<file path="src/rtl/otp_seq_pkg.sv">
`timescale 1ns/1ps
package otp_seq_pkg;

    typedef enum logic [3:0] {
        S_IDLE      = 4'd0,
        S_SETTLE    = 4'd1,
        S_CHECK     = 4'd2,
        S_PULSE     = 4'd3,
        S_ADVANCE   = 4'd4,
        S_FV_SETTLE = 4'd5,
        S_FV_CHECK  = 4'd6,
        S_DONE      = 4'd7,
        S_FAIL      = 4'd8
    } seq_state_e;

    typedef struct packed {
        logic ce_pgm_n;
        logic oe_n;
        logic vpp_en;
        logic vcc_hi;
    } mem_ctl_t;

    localparam mem_ctl_t CTL_IDLE = '{ce_pgm_n: 1'b1, oe_n: 1'b1, vpp_en: 1'b0, vcc_hi: 1'b0};

endpackage

</file>
<file path="src/rtl/otp_cycle_timer.sv">
`timescale 1ns/1ps
module otp_cycle_timer #(
    parameter int W = 8
) (
    input  logic         clk,
    input  logic         rst_n,
    input  logic         load,
    input  logic [W-1:0] load_val,
    output logic         expired
);
    logic [W-1:0] cnt_q;

    always_ff @(posedge clk) begin
        if (!rst_n) begin
            cnt_q <= '0;
        end else if (load) begin
            cnt_q <= load_val;
        end else if (cnt_q != '0) begin
            cnt_q <= cnt_q - 1'b1;
        end
    end

    assign expired = (cnt_q == '0);
endmodule

</file>
<file path="src/rtl/otp_word_judge.sv">
`timescale 1ns/1ps
module otp_word_judge #(
    parameter int DW = 16
) (
    input  logic [DW-1:0] want_word,
    input  logic [DW-1:0] seen_word,
    output logic          match,
    output logic          unfixable
);
    // Cells only move from one to zero, so a wanted one over a stored zero is lost.
    assign match     = (want_word == seen_word);
    assign unfixable = |(want_word & ~seen_word);
endmodule

</file>
<file path="src/rtl/otp_prog_seq.sv">
`timescale 1ns/1ps
module otp_prog_seq
    import otp_seq_pkg::*;
#(
    parameter int AW         = 18,
    parameter int DW         = 16,
    parameter int PULSE_CYC  = 10000,
    parameter int SETTLE_CYC = 4,
    parameter int MAX_PULSES = 25
) (
    input  logic          clk,
    input  logic          rst_n,
    input  logic          start,
    input  logic [AW-1:0] first_addr,
    input  logic [AW-1:0] last_addr,
    output logic [AW-1:0] src_addr,
    input  logic [DW-1:0] src_data,
    output logic [AW-1:0] mem_addr,
    output logic [DW-1:0] mem_wdata,
    input  logic [DW-1:0] mem_rdata,
    output logic          mem_ce_pgm_n,
    output logic          mem_oe_n,
    output logic          mem_vpp_en,
    output logic          mem_vcc_hi,
    output logic          busy,
    output logic          done,
    output logic          fail,
    output logic [AW-1:0] fail_addr
);
    localparam int TMAX = (PULSE_CYC > SETTLE_CYC) ? PULSE_CYC : SETTLE_CYC;
    localparam int TW   = $clog2(TMAX + 1);
    localparam int PCW  = $clog2(MAX_PULSES + 1);
    localparam logic [TW-1:0]  SETTLE_LD = TW'(SETTLE_CYC - 1);
    localparam logic [TW-1:0]  PULSE_LD  = TW'(PULSE_CYC - 1);
    localparam logic [PCW-1:0] PMAX      = PCW'(MAX_PULSES);

    seq_state_e     state_q, state_d;
    logic [AW-1:0]  addr_q, addr_d;
    logic [AW-1:0]  first_q, first_d;
    logic [AW-1:0]  last_q, last_d;
    logic [PCW-1:0] pcnt_q, pcnt_d;
    logic           fail_q, fail_d;
    logic [AW-1:0]  faddr_q, faddr_d;

    logic           tmr_load;
    logic [TW-1:0]  tmr_val;
    logic           tmr_expired;
    logic           word_match;
    logic           word_unfixable;
    logic           at_last;
    mem_ctl_t       ctl;

    otp_cycle_timer #(.W(TW)) u_timer (
        .clk      (clk),
        .rst_n    (rst_n),
        .load     (tmr_load),
        .load_val (tmr_val),
        .expired  (tmr_expired)
    );

    otp_word_judge #(.DW(DW)) u_judge (
        .want_word (src_data),
        .seen_word (mem_rdata),
        .match     (word_match),
        .unfixable (word_unfixable)
    );

    assign at_last = (addr_q == last_q);

    // State register and datapath registers
    always_ff @(posedge clk) begin
        if (!rst_n) begin
            state_q <= S_IDLE;
            addr_q  <= '0;
            first_q <= '0;
            last_q  <= '0;
            pcnt_q  <= '0;
            fail_q  <= 1'b0;
            faddr_q <= '0;
        end else begin
            state_q <= state_d;
            addr_q  <= addr_d;
            first_q <= first_d;
            last_q  <= last_d;
            pcnt_q  <= pcnt_d;
            fail_q  <= fail_d;
            faddr_q <= faddr_d;
        end
    end

    // Next-state and datapath control
    always_comb begin
        state_d  = state_q;
        addr_d   = addr_q;
        first_d  = first_q;
        last_d   = last_q;
        pcnt_d   = pcnt_q;
        fail_d   = fail_q;
        faddr_d  = faddr_q;
        tmr_load = 1'b0;
        tmr_val  = SETTLE_LD;

        unique case (state_q)
            S_IDLE, S_FAIL: begin
                if (start) begin
                    first_d  = first_addr;
                    last_d   = last_addr;
                    addr_d   = first_addr;
                    pcnt_d   = '0;
                    fail_d   = 1'b0;
                    faddr_d  = '0;
                    tmr_load = 1'b1;
                    tmr_val  = SETTLE_LD;
                    state_d  = S_SETTLE;
                end
            end
            S_SETTLE: begin
                if (tmr_expired) state_d = S_CHECK;
            end
            S_CHECK: begin
                if (word_match) begin
                    state_d = S_ADVANCE;
                end else if (word_unfixable || pcnt_q == PMAX) begin
                    fail_d  = 1'b1;
                    faddr_d = addr_q;
                    state_d = S_FAIL;
                end else begin
                    pcnt_d   = pcnt_q + 1'b1;
                    tmr_load = 1'b1;
                    tmr_val  = PULSE_LD;
                    state_d  = S_PULSE;
                end
            end
            S_PULSE: begin
                if (tmr_expired) begin
                    tmr_load = 1'b1;
                    tmr_val  = SETTLE_LD;
                    state_d  = S_SETTLE;
                end
            end
            S_ADVANCE: begin
                tmr_load = 1'b1;
                tmr_val  = SETTLE_LD;
                pcnt_d   = '0;
                if (at_last) begin
                    addr_d  = first_q;
                    state_d = S_FV_SETTLE;
                end else begin
                    addr_d  = addr_q + 1'b1;
                    state_d = S_SETTLE;
                end
            end
            S_FV_SETTLE: begin
                if (tmr_expired) state_d = S_FV_CHECK;
            end
            S_FV_CHECK: begin
                if (!word_match) begin
                    fail_d  = 1'b1;
                    faddr_d = addr_q;
                    state_d = S_FAIL;
                end else if (at_last) begin
                    state_d = S_DONE;
                end else begin
                    addr_d   = addr_q + 1'b1;
                    tmr_load = 1'b1;
                    tmr_val  = SETTLE_LD;
                    state_d  = S_FV_SETTLE;
                end
            end
            S_DONE: begin
                state_d = S_IDLE;
            end
            default: begin
                state_d = S_IDLE;
            end
        endcase
    end

    // Moore outputs
    always_comb begin
        ctl  = CTL_IDLE;
        busy = 1'b1;
        done = 1'b0;
        unique case (state_q)
            S_IDLE: begin
                busy = 1'b0;
            end
            S_SETTLE, S_CHECK: begin
                ctl = '{ce_pgm_n: 1'b1, oe_n: 1'b0, vpp_en: 1'b0, vcc_hi: 1'b1};
            end
            S_PULSE: begin
                ctl = '{ce_pgm_n: 1'b0, oe_n: 1'b1, vpp_en: 1'b1, vcc_hi: 1'b1};
            end
            S_ADVANCE: begin
                ctl = '{ce_pgm_n: 1'b1, oe_n: 1'b1, vpp_en: 1'b0, vcc_hi: 1'b1};
            end
            S_FV_SETTLE, S_FV_CHECK: begin
                ctl = '{ce_pgm_n: 1'b1, oe_n: 1'b0, vpp_en: 1'b0, vcc_hi: 1'b0};
            end
            S_DONE: begin
                done = 1'b1;
            end
            S_FAIL: begin
                busy = 1'b0;
            end
            default: begin
                busy = 1'b0;
            end
        endcase
    end

    assign mem_ce_pgm_n = ctl.ce_pgm_n;
    assign mem_oe_n     = ctl.oe_n;
    assign mem_vpp_en   = ctl.vpp_en;
    assign mem_vcc_hi   = ctl.vcc_hi;
    assign mem_addr     = addr_q;
    assign src_addr     = addr_q;
    assign mem_wdata    = src_data;
    assign fail         = fail_q;
    assign fail_addr    = faddr_q;
endmodule

</file>
<file path="config.mk">
export PLATFORM = sky130hd
export DESIGN_NAME = otp_prog_seq
export DESIGN_NICKNAME = d
export VERILOG_FILES = /design/src/rtl/otp_seq_pkg.sv /design/src/rtl/otp_cycle_timer.sv /design/src/rtl/otp_word_judge.sv /design/src/rtl/otp_prog_seq.sv
export SDC_FILE = /design/constraint.sdc
export NUM_CORES = 1
export LEC_CHECK = 0
export BUFFER_PORTS_ARGS = -buffer_cell sky130_fd_sc_hd__clkbuf_2
export CORE_ASPECT_RATIO = 1.1
export CORE_UTILIZATION = 50
export CTS_CLUSTER_SIZE = 40
export DETAILED_ROUTE_END_ITERATION = 8
export PLACE_DENSITY = 0.82
export REMOVE_ABC_BUFFERS = 1
export SYNTH_ARGS = -nofsm -noshare
export SYNTH_HDL_FRONTEND = slang
export SYNTH_SLANG_ARGS = --single-unit
</file>
<file path="constraint.sdc">
create_clock -name clk -period 3.1 [get_ports clk]
set_input_delay 0.775 -clock clk [delete_from_list [all_inputs] [get_ports clk]]
set_output_delay 0.775 -clock clk [all_outputs]
set_load 0.05 [all_outputs]
</file>
==> flow_metrics.py <==
metrics = {
    "timing": {
        "post-route-period-util_pct": 87.2,
        "final-setup-viol-count": 0,
        "drv_slew": 0,
        "rsz0062_at_grt": "no",
        "fmax_mhz": 370,
        "worst_pin_slew_ns": 0.700,
        "hold_violations": 0,
        "slew_headroom_pct": 53.2,
        "skew_ns": 0.00897,
        "fin_crit_ns": 2.70,
        "finalSetupTns_ns": 0,
    },
    "drt": {
        "drt-vias-per-instance": 5.48,
        "detail-route-antenna-nets": 0,
        "drtIter0Drc": 264,
        "drt_wl_total_microns": 13400,
        "drc": 2,
        "first_pass_iters": 7,
        "vias": 5130,
        "wl_per_cell_microns": 14.3,
    },
    "clocking": {
        "clock-sinks": 96,
        "clockRootBuffer": "clkbuf_16",
        "insertion_delay_ns": 0.35,
        "holdBufCountCts": 0,
        "path_clk_slew_ns": 0.07,
        "cts_tree": "built",
        "cts_setup_buffers": 0,
        "ctsHtreeMaxLevel": 3,
        "clockBufferDepth": 2,
        "post_cts_resize_count": 0,
        "numCtsBuffers": 9,
    },
    "finish": {
        "layout.nets": 880,
        "drive_above_1_share_pct": 26.0,
        "syn_to_final_growth_pct": 19.9,
        "final_core_util_pct": 61.2,
        "antenna_cells": 0,
    },
    "synth": {
        "synth_edf_count": 0,
        "netlist_instances": 680,
        "async_reset_ff_share_pct": 0,
        "syn_area_per_cell_sq_um": 7.77,
        "seq_area_frac_synth_pct": 36.4,
        "yosys_warnings": 0,
        "synthesis.area_sq_mm": 0.00528,
        "ys_types": 56,
        "synth_seq_cells": 96,
        "synth_flop_cell": "dfxtp_1",
    },
    "place": {
        "gp_congestion": 0.844,
        "hpwl_microns": 9420,
        "port_buffers": 147,
    },
    "outcome": {
        "violations": "design-rule violations",
        "status": "finished with violations",
    },
    "run": {
        "cap_violations": 0,
    },
    "power_and_ir_drop": {
        "powerDensity_mw_per_mm2": 851,
        "netSwitchingFraction_pct": 43.2,
        "power_frac_seq_pct": 32.0,
        "max-vdd-ir-drop_v": 0.000428,
        "power_switching_uw": 2330,
        "combPwrFrac_pct": 44.1,
        "p_int_uw": 3060,
        "power_leakage_uw": 0.00290,
        "pwr-share-clk_pct": 23.9,
    },
    "worst_setup_path": {
        "crit_type": "flip-flop to output port",
        "cp.arrival_ns": 1.93,
        "endpoint_kind": "output port",
        "critPathMaxFanout": 15,
        "crit_path_start_kind": "flip-flop",
        "required_ns": 2.32,
    },
    "global_route": {
        "grt_pass1_vias": 4852,
        "grt_max_degree": 63,
        "grtUsageTotal_pct": 24.9,
        "overflow": 0,
        "antenna_found_initial": 0,
        "grt_pass1_wl_microns": 22100,
    },
    "floorplan": {
        "io_pins": 148,
        "fp.dieW_microns": 100,
        "rows": 39,
        "core_sq_mm": 0.0103,
        "start_util_pct": 51.1,
        "die-area_sq_mm": 0.0110,
        "die_h_microns": 110,
    },
    "min_path": {
        "hp-class": "flip-flop to flip-flop",
    },
}
-- per-stage QoR --
| step | area, sq um | hold WS (ns) | total power (uW) | setup WS, ns | cells |
|---|---|---|---|---|---|
| 4_1_cts | 6330 | 0.457 | 5400 | 0.418 | 936 |
| 3_3_place_gp | 5990 | 0.443 | 4070 | 0.156 | 920 |
| 3_5_place_dp | 5990 | 0.448 | 4110 | 0.176 | 920 |
| 2_1_floorplan | 4840 | 0.436 | 3400 | -0.222 | 604 |
| 5_1_grt | 6330 | 0.476 | 5710 | 0.248 | 936 |
| 6_report | 6330 | 0.456 | 5390 | 0.397 | 936 |
-- synth_stat cells, types with 15 or more instances --
cell | instances | area share, %
a21oi_1 | 68 | 6.4
a22oi_1 | 18 | 2.6
buf_4 | 36 | 5.1
clkbuf_1 | 30 | 2.1
dfxtp_1 | 96 | 36
ha_1 | 21 | 5.0
inv_1 | 25 | 1.8
nand2_1 | 128 | 9.1
nor2_1 | 63 | 4.5
nor3_1 | 16 | 1.5
o32ai_1 | 15 | 2.5
xor2_1 | 26 | 4.3
-- final timing paths --
path | to | from | slack [ns] | cells past startpoint
setup / recovery | mem_vpp_en | state_q[0] | 0.40 | 5
hold / removal | first_q[3] | first_q[3] | 0.46 | 2
setup reg to reg | mem_addr[6] | mem_addr[9] | 0.51 | 6
hold reg to reg | first_q[3] | first_q[3] | 0.46 | 2
-- power by group through the flow --
stage / combinational, uW / clock (uW) / sequential (uW)
final: 2380 / 1290 / 1720
after global placement: 2330 / 0 / 1740
after detailed placement: 2360 / 0 / 1740
after CTS: 2380 / 1290 / 1720
after global routing: 2610 / 1340 / 1760
after floorplan: 1340 / 0 / 2060
-- per-layer routing --
layer | global-route usage (%) | vias to the layer above | share of wire (%)
li1 | - | 2544 | -
met1 | 30.7 | 2405 | 43
met2 | 44.6 | 163 | 50
met3 | 4.51 | 18 | 5.6
met4 | 7.25 | 0 | 1.3
met5 | 0 | - | 0
-- registers in the layout, summed over array words and instances (netlist names) --
name	count
fail	1
fail_addr	18
last_q	18
first_q	18
mem_addr	18
pcnt_q	5
u_timer.cnt_q	14
state_q	4
-- cell type report --
type,instances,area (sq um)
inverters,26,97.6
clock buffers,9,225
multi-input cells,482,2840
well taps,143,179
clock inverters,7,118
fillers,975,4010
repair buffers,173,956
flip-flops and latches,96,1920
-- worst max-delay path, stage by stage (launching register included) --
cell	delay, ns
dfxtp_1	0.65
inv_1	0.19
nor2_1	0.20
nand2_1	0.14
inv_1	0.12
clkbuf_2	0.28
-- placed cells by master (no fill, tap or decap), drive strengths merged, types with 2 or more instances in the layout --
| master | n |
|---|---|
| clkbuf | 156 |
| nand2 | 129 |
| dfxtp | 96 |
| a21oi | 68 |
| nor2 | 63 |
| inv | 27 |
| xor2 | 26 |
| buf | 26 |
| ha | 21 |
| a22oi | 18 |
| nor3 | 17 |
| o32ai | 15 |
| nand3 | 15 |
| nor4 | 15 |
| o311a | 10 |
| and3 | 8 |
| nand4 | 8 |
| xnor2 | 8 |
| o21ai | 8 |
| or3 | 5 |
| a31oi | 5 |
| a211oi | 5 |
| and2 | 5 |
| or2 | 5 |
| nor2b | 4 |
| nand2b | 3 |
| bufinv | 3 |
| clkinv | 3 |
| or4 | 2 |
| nand3b | 2 |
| o31a | 2 |
-- logic make-up after synthesis --
kind of cell | share of synthesized area, %
xor gates and xnor gates | 5.64
AOI/OAI and AO/OA | 17.9
buffers and inverters | 10.1
and+or+nand+nor | 24.8
adders and majority gates | 4.97
muxes | 0.189
DFF | 36.4
(Power assumes the default switching activity.)
